[src/rtl/adc_seq_pkg.sv]
package adc_seq_pkg;

    typedef enum logic [1:0] {
        ST_IDLE  = 2'd0,
        ST_ISSUE = 2'd1,
        ST_WAIT  = 2'd2,
        ST_END   = 2'd3
    } seq_state_e;

    typedef enum logic [1:0] {
        MODE_SINGLE = 2'b00,
        MODE_GROUP  = 2'b01,
        MODE_CONT   = 2'b10,
        MODE_BAD    = 2'b11
    } scan_mode_e;

    localparam int B_RUN  = 15;
    localparam int B_IE   = 12;
    localparam int B_SPD  = 10;
    localparam int B_TEN  = 9;
    localparam int B_TSEL = 8;
    localparam int B_DBL  = 7;
    localparam int B_GBIE = 6;
    localparam int DCH_W  = 5;

endpackage

[src/rtl/adc_pin_edge.sv]
module adc_pin_edge #(
    parameter int SYNC_STAGES = 2
) (
    input  logic clk,
    input  logic rst_n,
    input  logic pin_n,
    output logic fall_o
);
    logic [SYNC_STAGES-1:0] sync_q;
    logic                   last_q;

    // idle level of the pin is high, so reset the chain high
    always_ff @(posedge clk or negedge rst_n) begin
        if (!rst_n) begin
            sync_q <= '1;
            last_q <= 1'b1;
        end else begin
            sync_q <= {sync_q[SYNC_STAGES-2:0], pin_n};
            last_q <= sync_q[SYNC_STAGES-1];
        end
    end

    assign fall_o = last_q & ~sync_q[SYNC_STAGES-1];

endmodule

[src/rtl/adc_lowest_pick.sv]
module adc_lowest_pick #(
    parameter int NCH  = 32,
    parameter int CH_W = 5
) (
    input  logic [NCH-1:0]  mask_i,
    output logic [CH_W-1:0] idx_o,
    output logic            any_o
);
    always_comb begin
        idx_o = '0;
        any_o = |mask_i;
        for (int i = NCH - 1; i >= 0; i--) begin
            if (mask_i[i]) idx_o = CH_W'(i);
        end
    end

endmodule

[src/rtl/adc_scan_seq.sv]
module adc_scan_seq
    import adc_seq_pkg::*;
#(
    parameter int NCH   = 32,
    parameter int RES_W = 12,
    localparam int CH_W = $clog2(NCH)
) (
    input  logic             clk,
    input  logic             rst_n,
    input  logic             reg_we,
    input  logic [15:0]      reg_wdata,
    output logic [15:0]      reg_rdata,
    input  logic [NCH-1:0]   grp_a_mask,
    input  logic [NCH-1:0]   grp_b_mask,
    input  logic             sync_trig,
    input  logic             ext_trig_n,
    output logic             conv_start,
    output logic [CH_W-1:0]  conv_chan,
    input  logic             conv_done,
    input  logic [RES_W-1:0] conv_result,
    output logic             res_valid,
    output logic [CH_W-1:0]  res_chan,
    output logic [RES_W-1:0] res_data,
    output logic             res_dup,
    output logic             scan_end_irq,
    output logic             grpb_end_irq
);
    seq_state_e       state_q, state_d;
    scan_mode_e       mode_q;
    logic [DCH_W-1:0] dbl_ch_q;
    logic             run_q, ie_q, spd_q, ten_q, tsel_q, dbl_q, gbie_q;
    logic             second_q, phase_b_q;
    logic [NCH-1:0]   pend_q;
    logic [CH_W-1:0]  cur_ch_q;
    logic [CH_W-1:0]  pick_idx;
    logic             pick_any;
    logic             pin_fall, trig_hit, last_part, run_drop;
    logic             unused_wbits;

    assign unused_wbits = ^{reg_wdata[11], reg_wdata[5]};

    adc_pin_edge #(.SYNC_STAGES(2)) u_pin (
        .clk    (clk),
        .rst_n  (rst_n),
        .pin_n  (ext_trig_n),
        .fall_o (pin_fall)
    );

    adc_lowest_pick #(.NCH(NCH), .CH_W(CH_W)) u_pick (
        .mask_i (pend_q),
        .idx_o  (pick_idx),
        .any_o  (pick_any)
    );

    assign trig_hit  = ten_q & ~run_q & (tsel_q ? pin_fall : sync_trig);
    // END that finishes the whole scan (not the group-A half)
    assign last_part = (state_q == ST_END) && !(mode_q == MODE_GROUP && !phase_b_q);
    assign run_drop  = last_part && (mode_q != MODE_CONT);

    assign reg_rdata = {run_q, mode_q, ie_q, 1'b0, spd_q, ten_q, tsel_q,
                        dbl_q, gbie_q, 1'b0, dbl_ch_q};

    // control word
    always_ff @(posedge clk or negedge rst_n) begin
        if (!rst_n) begin
            run_q <= 1'b0; mode_q <= MODE_SINGLE; ie_q <= 1'b0; spd_q <= 1'b0;
            ten_q <= 1'b0; tsel_q <= 1'b0; dbl_q <= 1'b0; gbie_q <= 1'b0;
            dbl_ch_q <= '0;
        end else if (reg_we) begin
            run_q  <= reg_wdata[B_RUN];
            ie_q   <= reg_wdata[B_IE];
            spd_q  <= reg_wdata[B_SPD];
            ten_q  <= reg_wdata[B_TEN];
            tsel_q <= reg_wdata[B_TSEL];
            dbl_q  <= reg_wdata[B_DBL];
            gbie_q <= reg_wdata[B_GBIE];
            if (reg_wdata[14:13] != MODE_BAD) mode_q <= scan_mode_e'(reg_wdata[14:13]);
            if (!run_q) dbl_ch_q <= reg_wdata[DCH_W-1:0];
        end else if (trig_hit) begin
            run_q <= 1'b1;
        end else if (run_drop) begin
            run_q <= 1'b0;
        end
    end

    // trigger parity and group phase
    always_ff @(posedge clk or negedge rst_n) begin
        if (!rst_n) begin
            second_q  <= 1'b0;
            phase_b_q <= 1'b0;
        end else begin
            if ((reg_we && !reg_wdata[B_RUN]) || !dbl_q) second_q <= 1'b0;
            else if (last_part)                          second_q <= ~second_q;
            if (state_q == ST_END) phase_b_q <= (mode_q == MODE_GROUP) && !phase_b_q;
            else if (!run_q)       phase_b_q <= 1'b0;
        end
    end

    // state register
    always_ff @(posedge clk or negedge rst_n) begin
        if (!rst_n) state_q <= ST_IDLE;
        else        state_q <= state_d;
    end

    always_comb begin
        state_d = state_q;
        unique case (state_q)
            ST_IDLE:  if (run_q) state_d = ST_ISSUE;
            ST_ISSUE: begin
                if (!run_q)         state_d = ST_IDLE;
                else if (!pick_any) state_d = ST_END;
                else                state_d = ST_WAIT;
            end
            ST_WAIT:  if (conv_done) state_d = ST_ISSUE;
            ST_END:   state_d = ST_IDLE;
        endcase
    end

    // pending channel set
    always_ff @(posedge clk or negedge rst_n) begin
        if (!rst_n) begin
            pend_q   <= '0;
            cur_ch_q <= '0;
        end else if (state_q == ST_IDLE && run_q) begin
            if (dbl_q)          pend_q <= {{(NCH-1){1'b0}}, 1'b1} << dbl_ch_q;
            else if (phase_b_q) pend_q <= grp_b_mask;
            else                pend_q <= grp_a_mask;
        end else if (state_q == ST_ISSUE && run_q && pick_any) begin
            pend_q[pick_idx] <= 1'b0;
            cur_ch_q         <= pick_idx;
        end
    end

    // outputs
    always_comb begin
        conv_start   = (state_q == ST_ISSUE) && run_q && pick_any;
        conv_chan    = pick_idx;
        res_valid    = (state_q == ST_WAIT) && conv_done;
        res_chan     = cur_ch_q;
        res_data     = conv_result;
        res_dup      = dbl_q & second_q;
        scan_end_irq = (state_q == ST_END) && ie_q && !phase_b_q && !(dbl_q && !second_q);
        grpb_end_irq = (state_q == ST_END) && gbie_q && phase_b_q;
    end

endmodule

[config.mk]
export PLATFORM = sky130hd
export DESIGN_NAME = adc_scan_seq
export DESIGN_NICKNAME = d
export VERILOG_FILES = /design/src/rtl/adc_seq_pkg.sv /design/src/rtl/adc_pin_edge.sv /design/src/rtl/adc_lowest_pick.sv /design/src/rtl/adc_scan_seq.sv
export SDC_FILE = /design/constraint.sdc
export NUM_CORES = 1
export LEC_CHECK = 0
export BUFFER_PORTS_ARGS = -buffer_cell sky130_fd_sc_hd__buf_2
export CORE_MARGIN = 1
export CORE_UTILIZATION = 46
export CTS_CLUSTER_SIZE = 14
export DETAILED_ROUTE_END_ITERATION = 10
export PLACE_DENSITY = 0.78
export SLEW_MARGIN = 20
export SYNTH_ARGS = -nofsm -noshare
export SYNTH_HDL_FRONTEND = slang
export SYNTH_SLANG_ARGS = --single-unit
[constraint.sdc]
create_clock -name clk -period 2.1 [get_ports clk]
set_input_delay 0.21 -clock clk [delete_from_list [all_inputs] [get_ports clk]]
set_output_delay 0.21 -clock clk [all_outputs]
set_load 0.03 [all_outputs]
======== Word-level counts from Yosys, hierarchy flattened ========
Index checks and enable logic that the tools add are counted.
W data, S select, Z words.
cells by class
  magnitude comparators ................... 2
  equal/unequal tests ..................... 9
  shift-type cells ........................ 1
  multiplexer cells ....................... 51
  bitwise gates (word level) .............. 10
  reductions and logical operators ........ 31
operators with widths
  kind                    number
  $mux W5                 32
  $mux W32                4
  $and A32 B32 Y32        1
  $not A32 Y32            1
  $reduce_or A32 Y1       1
  $shl A1 B5 Y32 const A  1
  $logic_and A1 B1 Y1     15
  $mux W1                 10
  $ne A2 B2 Y1 const B    4
  $pmux W2 S4             1
  $reduce_and A2 Y1       4
  $logic_not A1 Y1        6
  $lt A5 B6 Y1 const B    1
  $mux W2                 3
  $demux W1 S5            1
  $ge A5 B1 Y1 const B    1
  $and A1 B1 Y1           4
  $eq A2 B1 Y1 const B    2
  $eq A2 B2 Y1 const B    2
  $not A1 Y1              4
  $reduce_bool A2 Y1      2
  $reduce_bool A3 Y1      1
  $logic_not A2 Y1        1
  $ne A2 B1 Y1 const B    1
  $logic_or A1 B1 Y1      1
storage, ports and cells
  register bits ........................... 58
  input bits .............................. 98
  output and inout port bits .............. 43
  logic and storage cells ................. 120

======== Depth between registers and ports, before layout ========
Gate-level depths: netlist of run 1.
  word-level depth ........................ 40
  gate-level depth with buffers ........... 10
  depth with buffers taken out ............ 7

======== Modules after synthesis ========
From an unflattened synthesis of run 1, not the netlist that was laid out.
unflattened totals
  cell total of the unflattened synthesis .. 410
  area total of the unflattened synthesis .. 3942.5 sq um
modules (own cells, without submodules)
  module           times used  cells an instance  area each (sq um)  seq. area each (sq um)
  adc_scan_seq     1           341                3464.6             1376.3
  adc_lowest_pick  1           65                 385.4              0.0
  adc_pin_edge     1           4                  92.6               78.8

======== Least setup slack after synthesis of run 1 ========
No wires, ideal clock.
  path kind ............................... register to output
  start point ............................. register phase_b_q
  end point ............................... output port scan_end_irq
  arrival time ............................ 1971 ps
  data required time ...................... 1890 ps
  path slack .............................. -81 ps
  cell stages (with the launch flop) ...... 4
  path buffers ............................ 2
  cells stage by stage .................... dfrtp_1 clkbuf_1 buf_1 nor4b_1
between the ends
  cells in the longest elaborated chain, start to end .. 3
RTL lines
  what                              RTL line             source
  start, declared                   adc_scan_seq.sv:32   logic second_q, phase_b_q;
  start signal, assigned            adc_scan_seq.sv:94   if (state_q == ST_END) phase_b_q <= (mode_q == MODE_GROUP) && !phase_b_q;
  $logic_not A1 Y1                  adc_scan_seq.sv:142  scan_end_irq = (state_q == ST_END) && ie_q && !phase_b_q && !(dbl_q && !second_q);
  $logic_and A1 B1 Y1 (2 in a row)  adc_scan_seq.sv:142
  end, declared                     adc_scan_seq.sv:25   output logic scan_end_irq,
No other way between the ends.

======== Worst setup path after layout of run 1 ========
  start point ............................. register pend_q[18]
  end point ............................... output port conv_chan[2]
between the ends
  cells in the longest elaborated chain, start to end .. 19
RTL lines
  what                    RTL line               source
  start, declared         adc_scan_seq.sv:33     logic [NCH-1:0] pend_q;
  start signal, assigned  adc_scan_seq.sv:125    if (dbl_q) pend_q <= {{(NCH-1){1'b0}}, 1'b1} << dbl_ch_q;
  start signal, assigned  adc_scan_seq.sv:126    else if (phase_b_q) pend_q <= grp_b_mask;
  start signal, assigned  adc_scan_seq.sv:127    else pend_q <= grp_a_mask;
  $mux W5 (19 in a row)   adc_lowest_pick.sv:13  if (mask_i[i]) idx_o = CH_W'(i);
  end, declared           adc_scan_seq.sv:18     output logic [CH_W-1:0] conv_chan,
No other way between the ends.

==> flow_summary_export.csv, run 1 <==
group,metric,value,unit
status,status,"finished with violations",
status,failed_checks,"negative setup slack",
finish,area.growth.synth_to_final,45.8,%
finish,instances_no_fill,720,
sta,final_hold_viol_count,0,
setup_path,slowest_stage,"dfrtp_1",
pwr,p_leak,0.00250,uW
global_route,grt_pass1_wl,21700,um
sta,tns,-2.31,ns
global_route,grt_max_degree,59,
yosys,synth_most_common_cell,"dfrtp_1",
sta,fin_crit_sh,1.10,
sta,holdWs,0.0599,ns
yosys,synth.area.top_cells,"dfrtp_1, mux2i_1, buf_4",
setup_path,crit_required,1.89,ns
clocking,ctsHtreeMaxLevel,3,
pwr,power_density,1480,nW/um^2
sta,fin_worst_skew,0.0112,ns
setup_path,startpoint_type,"register",
setup_path,critPathMaxStageDelay,0.46,ns
drt,ant_nets,0,
yosys,yosysSeqAreaShare,0.364,
global_route,grt_pass1_vias,4237,
drt,dr.first_iter.drc_count,499,
sta,max_freq,434,MHz
yosys,ys.flop_type,"dfrtp_1",
yosys,synth.top_cell.area_share,0.345,
place,port_buffers,112,
pwr,peakVddDrop,0.976,mV
setup_path,crit_type,"register to output pin",
finish,final_area,5820,um^2
finish,drive_gt1_frac,0.496,
drt,viasPerCell,6.32,
setup_path,reg2reg_from,"pend_q[11]",
place,routabilityCongestion,0.942,
floorplan,initial_core_util,0.481,
setup_path,path_cells,"nor4_2, buf_4, o41a_1, and2_4, o21ai_4, inv_2, buf_6",
drt,drc_errors,0,
sta,worst_slack,-0.202,ns
yosys,synth_top_family_by_area,"compound AO/OA/AOI/OAI gates",
sta,grt_setup_unrepaired,"true",
yosys,yosys.area_share.simple,0.192,
min_path,hp-start,"conv_done",
yosys,synth-edff-count,0,
drt,wirelength,14700,um
global_route,grt_usage,0.321,
drt,drt_first_pass_iters,5,
yosys,syn_avg_cell_area,9.02,um^2
clocking,clk_pin_slew,0.07,ns
drt,wl_per_cell,20.5,um
yosys,yosys-top-cells-count,"dfrtp_1, nand2_1, nor2_1, mux2i_1, a21oi_1",
clocking,cts.sinks,58,
min_path,hp-class,"input pin to register",
setup_path,startpoint,"pend_q[18]",
clocking,cts_root_buf,"clkbuf_8",
yosys,ys_types,67,
yosys,synthAdderAreaFrac,0,
finish,finalCoreUtilization,0.702,
floorplan,die_area,9060,um^2
setup_path,cp.arrival,2.09,ns
setup_path,cp_max_fo,5,
sta,max_slew.worst_pin.slew,0.541,ns
yosys,synth-seq-cells,58,
clocking,clk_latency,0.35,ns
yosys,synth_warnings,0,
floorplan,die_width,95.2,um
yosys,syn_inst,443,
yosys,async_reset_ff_frac,1.00,
place,place_inst,673,
sta,relSlewSlack,0.638,
floorplan,chipHeight,95.2,um
sta,drv_slew,0,
setup_path,end_kind,"output pin",
clocking,cts_buffers,9,
finish,fin_nets,708,
floorplan,io_pins,141,
clocking,cts_tree,"done",
yosys,yosys.area.top_type,"dfrtp_1",
yosys,syn_area,3990,um^2
floorplan,core_area,8300,um^2
place,post_dp_cell_area,4900,um^2
global_route,grt_overflow,0,
sta,min_period,2.30,ns
yosys,synth_mux_area_frac,0.120,
global_route,grt_antenna_before_repair,0,
yosys,synth-compound-area-share,0.242,
run,drv_cap,0,
finish,diodes,0,
sta,finalSetupViolCount,33,
clocking,clock_path_buffers,2,
place,detailed_place_hpwl,10300,um
yosys,synth-xor-area-share,0.00219,
drt,num_vias,4549,
floorplan,row_count,33,
## final cells by class
| cell class | instances | area, um^2 |
|---|---|---|
| Inverter | 12 | 45.0 |
| Clock buffer | 12 | 155 |
| Timing Repair Buffer | 200 | 1380 |
| Fill cell | 605 | 2470 |
| Clock inverter | 4 | 73.8 |
| Sequential cell | 58 | 1470 |
| Multi-Input combinational cell | 329 | 2570 |
| Tap cell | 105 | 131 |
## stage by stage
stage	setup WS, ns	power, uW
after global placement	0.00591	5850
after floorplan	0.0503	4400
after CTS	-0.196	7570
final	-0.202	8630
after detailed placement	-0.0262	5960
after global routing	-0.250	9030
## power breakdown
part           total (uW)  switching (uW)  internal (uW)
sequential           2200             651           1550
clock                1200             470            733
combinational        5230            2790           2440
total                8630            3910           4720
## sequential cells by signal, summed over array words and instances, names as in the netlist, 2 cells and up
signal and count:
mode_q 2, u_pin.sync_q 2, res_chan 5, pend_q 32
dbl_ch_q 5, state_q 2
## critical path: cells and delay by family (launching register included)
family / cells / cell delay, ns
and+or+nand+nor: 2 / 0.30
AOI/OAI and AO/OA: 2 / 0.60
buffers and inverters: 3 / 0.39
DFF: 1 / 0.46
## cells by family after synthesis
logic type / after synthesis
compound gates: 135
xor+xnor: 1
buf+inv: 57
flops: 58
mux: 46
other cells: 1
simple gates: 145
## metal layers
layer  vias up  global-route usage  routed length, um
met3        71              0.0574               1340
met5         -                   0                  0
li1       1978                   -                  -
met4         0               0.119                698
met2       320               0.535               7210
met1      2180               0.415               5500
## final timing paths
| path | end | slack [ns] | depth (start not counted) |
|---|---|---|---|
| min | state_q[1] | 0.06 | 2 |
| max reg2reg | pend_q[20] | -0.14 | 9 |
| max in group asynchronous | u_pin.sync_q[1] | 1.38 | 3 |
| min reg2reg | u_pin.sync_q[1] | 0.36 | 0 |
| max | conv_chan[2] | -0.20 | 7 |
| min in group asynchronous | dbl_ch_q[1] | 0.42 | 3 |
## cells in the final DEF (no fill, tap or decap), types with 8 or more instances in the layout
cell type,instances
mux2i_1,32
nand2_1,35
o22ai_1,14
buf_6,18
o21ai_0,21
buf_4,69
o221ai_1,16
dfrtp_2,13
nor2_1,30
buf_2,106
a21oi_1,21
dfrtp_1,42
a21oi_2,8
inv_1,10
clkbuf_8,11
mux2_2,11
## what timing repair did
item                                    CTS  global route
pin swaps                                17            35
buffers inserted                         13            15
resized for setup                        31            73
cloned                                    0             1
endpoints found under the setup margin   13            39
hold buffers                              2             0
endpoints found under the hold margin    56             0
(Power assumes the default switching activity.)
==> inputs of run 2 (changes only) <==
--- a/config.mk
+++ b/config.mk
@@ -6,11 +6,13 @@
 export NUM_CORES = 1
 export LEC_CHECK = 0
 export BUFFER_PORTS_ARGS = -buffer_cell sky130_fd_sc_hd__buf_2
+export CELL_PAD_IN_SITES_DETAIL_PLACEMENT = 0
+export CELL_PAD_IN_SITES_GLOBAL_PLACEMENT = 1
 export CORE_MARGIN = 1
-export CORE_UTILIZATION = 46
+export CORE_UTILIZATION = 33
 export CTS_CLUSTER_SIZE = 14
 export DETAILED_ROUTE_END_ITERATION = 10
-export PLACE_DENSITY = 0.78
+export PLACE_DENSITY_LB_ADDON = 0.1
 export SLEW_MARGIN = 20
 export SYNTH_ARGS = -nofsm -noshare
 export SYNTH_HDL_FRONTEND = slang
==> run 2 against run 1 <==
  * The flow finishes with violations (design-rule violations, negative setup slack)
  * Combinational power up 5.2%
  * Non-clock buffer count up 12
  * Register-to-register slack better by 0.04 ns
  * Sequential power down 5%
  * Routed wire length about the same
  * Global-route usage is 7.7 points lower
  * Clock power increased by 26%
  * Setup slack improved by 0.027 ns
  * Highest routed layer unchanged
==> flow_summary_export.csv, run 2 (synthesized netlist as in run 1, its figures left out) <==
group,metric,value,unit
place,place_inst,720,
setup_path,reg2reg_depth,10,
global_route,grt_antenna_before_repair,0,
global_route,grt_overflow,0,
setup_path,cp.arrival,2.07,ns
floorplan,row_count,39,
clocking,clk_latency,0.34,ns
place,post_dp_cell_area,5020,um^2
drt,ant_nets,0,
sta,drv_slew,0,
pwr,p_leak,0.00260,uW
clocking,cts.sinks,58,
global_route,grt_max_degree,48,
clocking,clock_path_buffers,2,
finish,largest_register,"pend_q",
setup_path,startpoint_type,"register",
sta,tns,-1.52,ns
drt,drc_errors,10,
global_route,grt_pass1_wl,23000,um
drt,wl_per_cell,19.2,um
finish,area.growth.synth_to_final,51.3,%
setup_path,slowest_stage,"dfrtp_2",
pwr,p_total,9100,uW
sta,grt_setup_unrepaired,"true",
floorplan,io_pins,141,
min_path,min_path_cells,2,
global_route,grt_pass1_vias,4291,
setup_path,crit_required,1.89,ns
global_route,grt_usage,0.245,
setup_path,cp_max_fo,4,
place,detailed_place_hpwl,10900,um
pwr,power_density,1510,nW/um^2
drt,drt_first_pass_iters,8,
min_path,hp-class,"input pin to register",
floorplan,initial_core_util,0.344,
sta,min_period,2.28,ns
sta,final_hold_viol_count,0,
clocking,cts_buffers,9,
sta,relSlewSlack,0.633,
floorplan,chipHeight,112,um
place,port_buffers,112,
floorplan,die_area,12500,um^2
sta,fin_crit_sh,1.08,
finish,fin_nets,720,
finish,multi_input_area,2540,um^2
clocking,ctsHtreeMaxLevel,3,
finish,mostFrequentLayoutCells,"buf_2, buf_4, dfrtp_1",
status,failed_checks,"design-rule violations, negative setup slack",
finish,layout_commonest_cell,"buf_2",
status,status,"finished with violations",
pwr,peakVddDrop,0.888,mV
finish,fill_cells,1108,
sta,max_slew.worst_pin.slew,0.550,ns
finish,largest_reg_flops,32,
setup_path,r2r_end,"pend_q[9]",
setup_path,cp_top_family,"compound AO/OA/AOI/OAI gates",
sta,worst_slack,-0.175,ns
floorplan,die_width,112,um
drt,dr.first_iter.drc_count,304,
run,drv_cap,0,
clocking,clk_pin_slew,0.05,ns
setup_path,cp.depth,8,
sta,finalSetupViolCount,25,
drt,wirelength,14700,um
finish,diodes,0,
place,routabilityCongestion,0.859,
setup_path,crit_type,"register to output pin",
setup_path,reg2reg_from,"pend_q[30]",
finish,area.sequential,1470,um^2
setup_path,rrSetupSlack,-0.10,ns
setup_path,startpoint,"pend_q[18]",
finish,instances_no_fill,770,
clocking,cts_tree,"done",
place,pre_cts_ws,-0.0703,ns
floorplan,core_area,11600,um^2
setup_path,end_kind,"output pin",
finish,drive_gt1_frac,0.483,
setup_path,cp_common_cell,"buf_6",
setup_path,path_buf_inv,4,
finish,final_area,6040,um^2
sta,fin_worst_skew,0.00942,ns
drt,viasPerCell,5.47,
setup_path,critPathMaxStageDelay,0.43,ns
sta,max_freq,439,MHz
setup_path,crit_path_end,"conv_chan[1]",
setup_path,path_cells,"buf_6, nor4_4, o221ai_1, a21oi_1, o31a_1, inv_2, buf_6, buf_6",
clocking,cts_root_buf,"clkbuf_16",
drt,num_vias,4209,
[run 2: timing repair]
action	4_1_cts	5_1_grt
endpoints found under the hold margin	18	0
endpoints found under the setup margin	13	38
cloned	0	1
setup buffers	20	12
hold buffers	2	0
resized for setup	48	52
pin swaps	16	23
[run 2: power by group]
group,internal [uW],total (uW),switching [uW]
Combinational,2650,5500,2850
Clock,979,1510,532
Sequential,1550,2090,533
Total,5180,9100,3920
[run 2: final cells by class]
type,count,share of cell area
Multi-Input combinational cell,329,0.421
Tap cell,143,0.0296
Clock buffer,13,0.0431
Inverter,12,0.00787
Timing Repair Buffer,212,0.248
Sequential cell,58,0.243
Clock inverter,3,0.00663
[run 2: how the worst min path moves through the flow]
| stage | start | to | slack [ns] |
|---|---|---|---|
| 4_1_cts | conv_done | state_q[1] | 0.07 |
| 6_report | conv_done | state_q[1] | 0.08 |
| 5_1_grt | conv_done | state_q[1] | 0.08 |
| 2_1_floorplan | rst_n | dbl_ch_q[0] | -0.09 |
| 3_3_place_gp | rst_n | run_q | 0.21 |
| 3_5_place_dp | rst_n | run_q | 0.24 |
[run 2: metrics by stage]
step	utilization	hold slack (ns)
after floorplan	-	-0.0856
after global placement	0.432	0.213
after detailed placement	0.432	0.235
after CTS	0.490	0.0685
after global routing	0.520	0.0825
final	0.520	0.0795
[run 2: worst reg2reg max path, stage by stage (launching register included)]
cell and delay [ns]:
dfrtp_1 0.43, nand2b_4 0.19, a221oi_4 0.28, buf_6 0.14
o21ai_4 0.06, a221oi_4 0.33, buf_12 0.15, buf_4 0.13
buf_8 0.12, a41oi_1 0.09, a21o_1 0.16
[run 2: per-layer routing]
layer  global-route usage  wire length (um)  part of all wire
met2                0.390              6980              0.47
met4                0.116               491             0.033
met5                    0                 0                 0
met3               0.0432               667             0.045
met1                0.322              6610              0.45
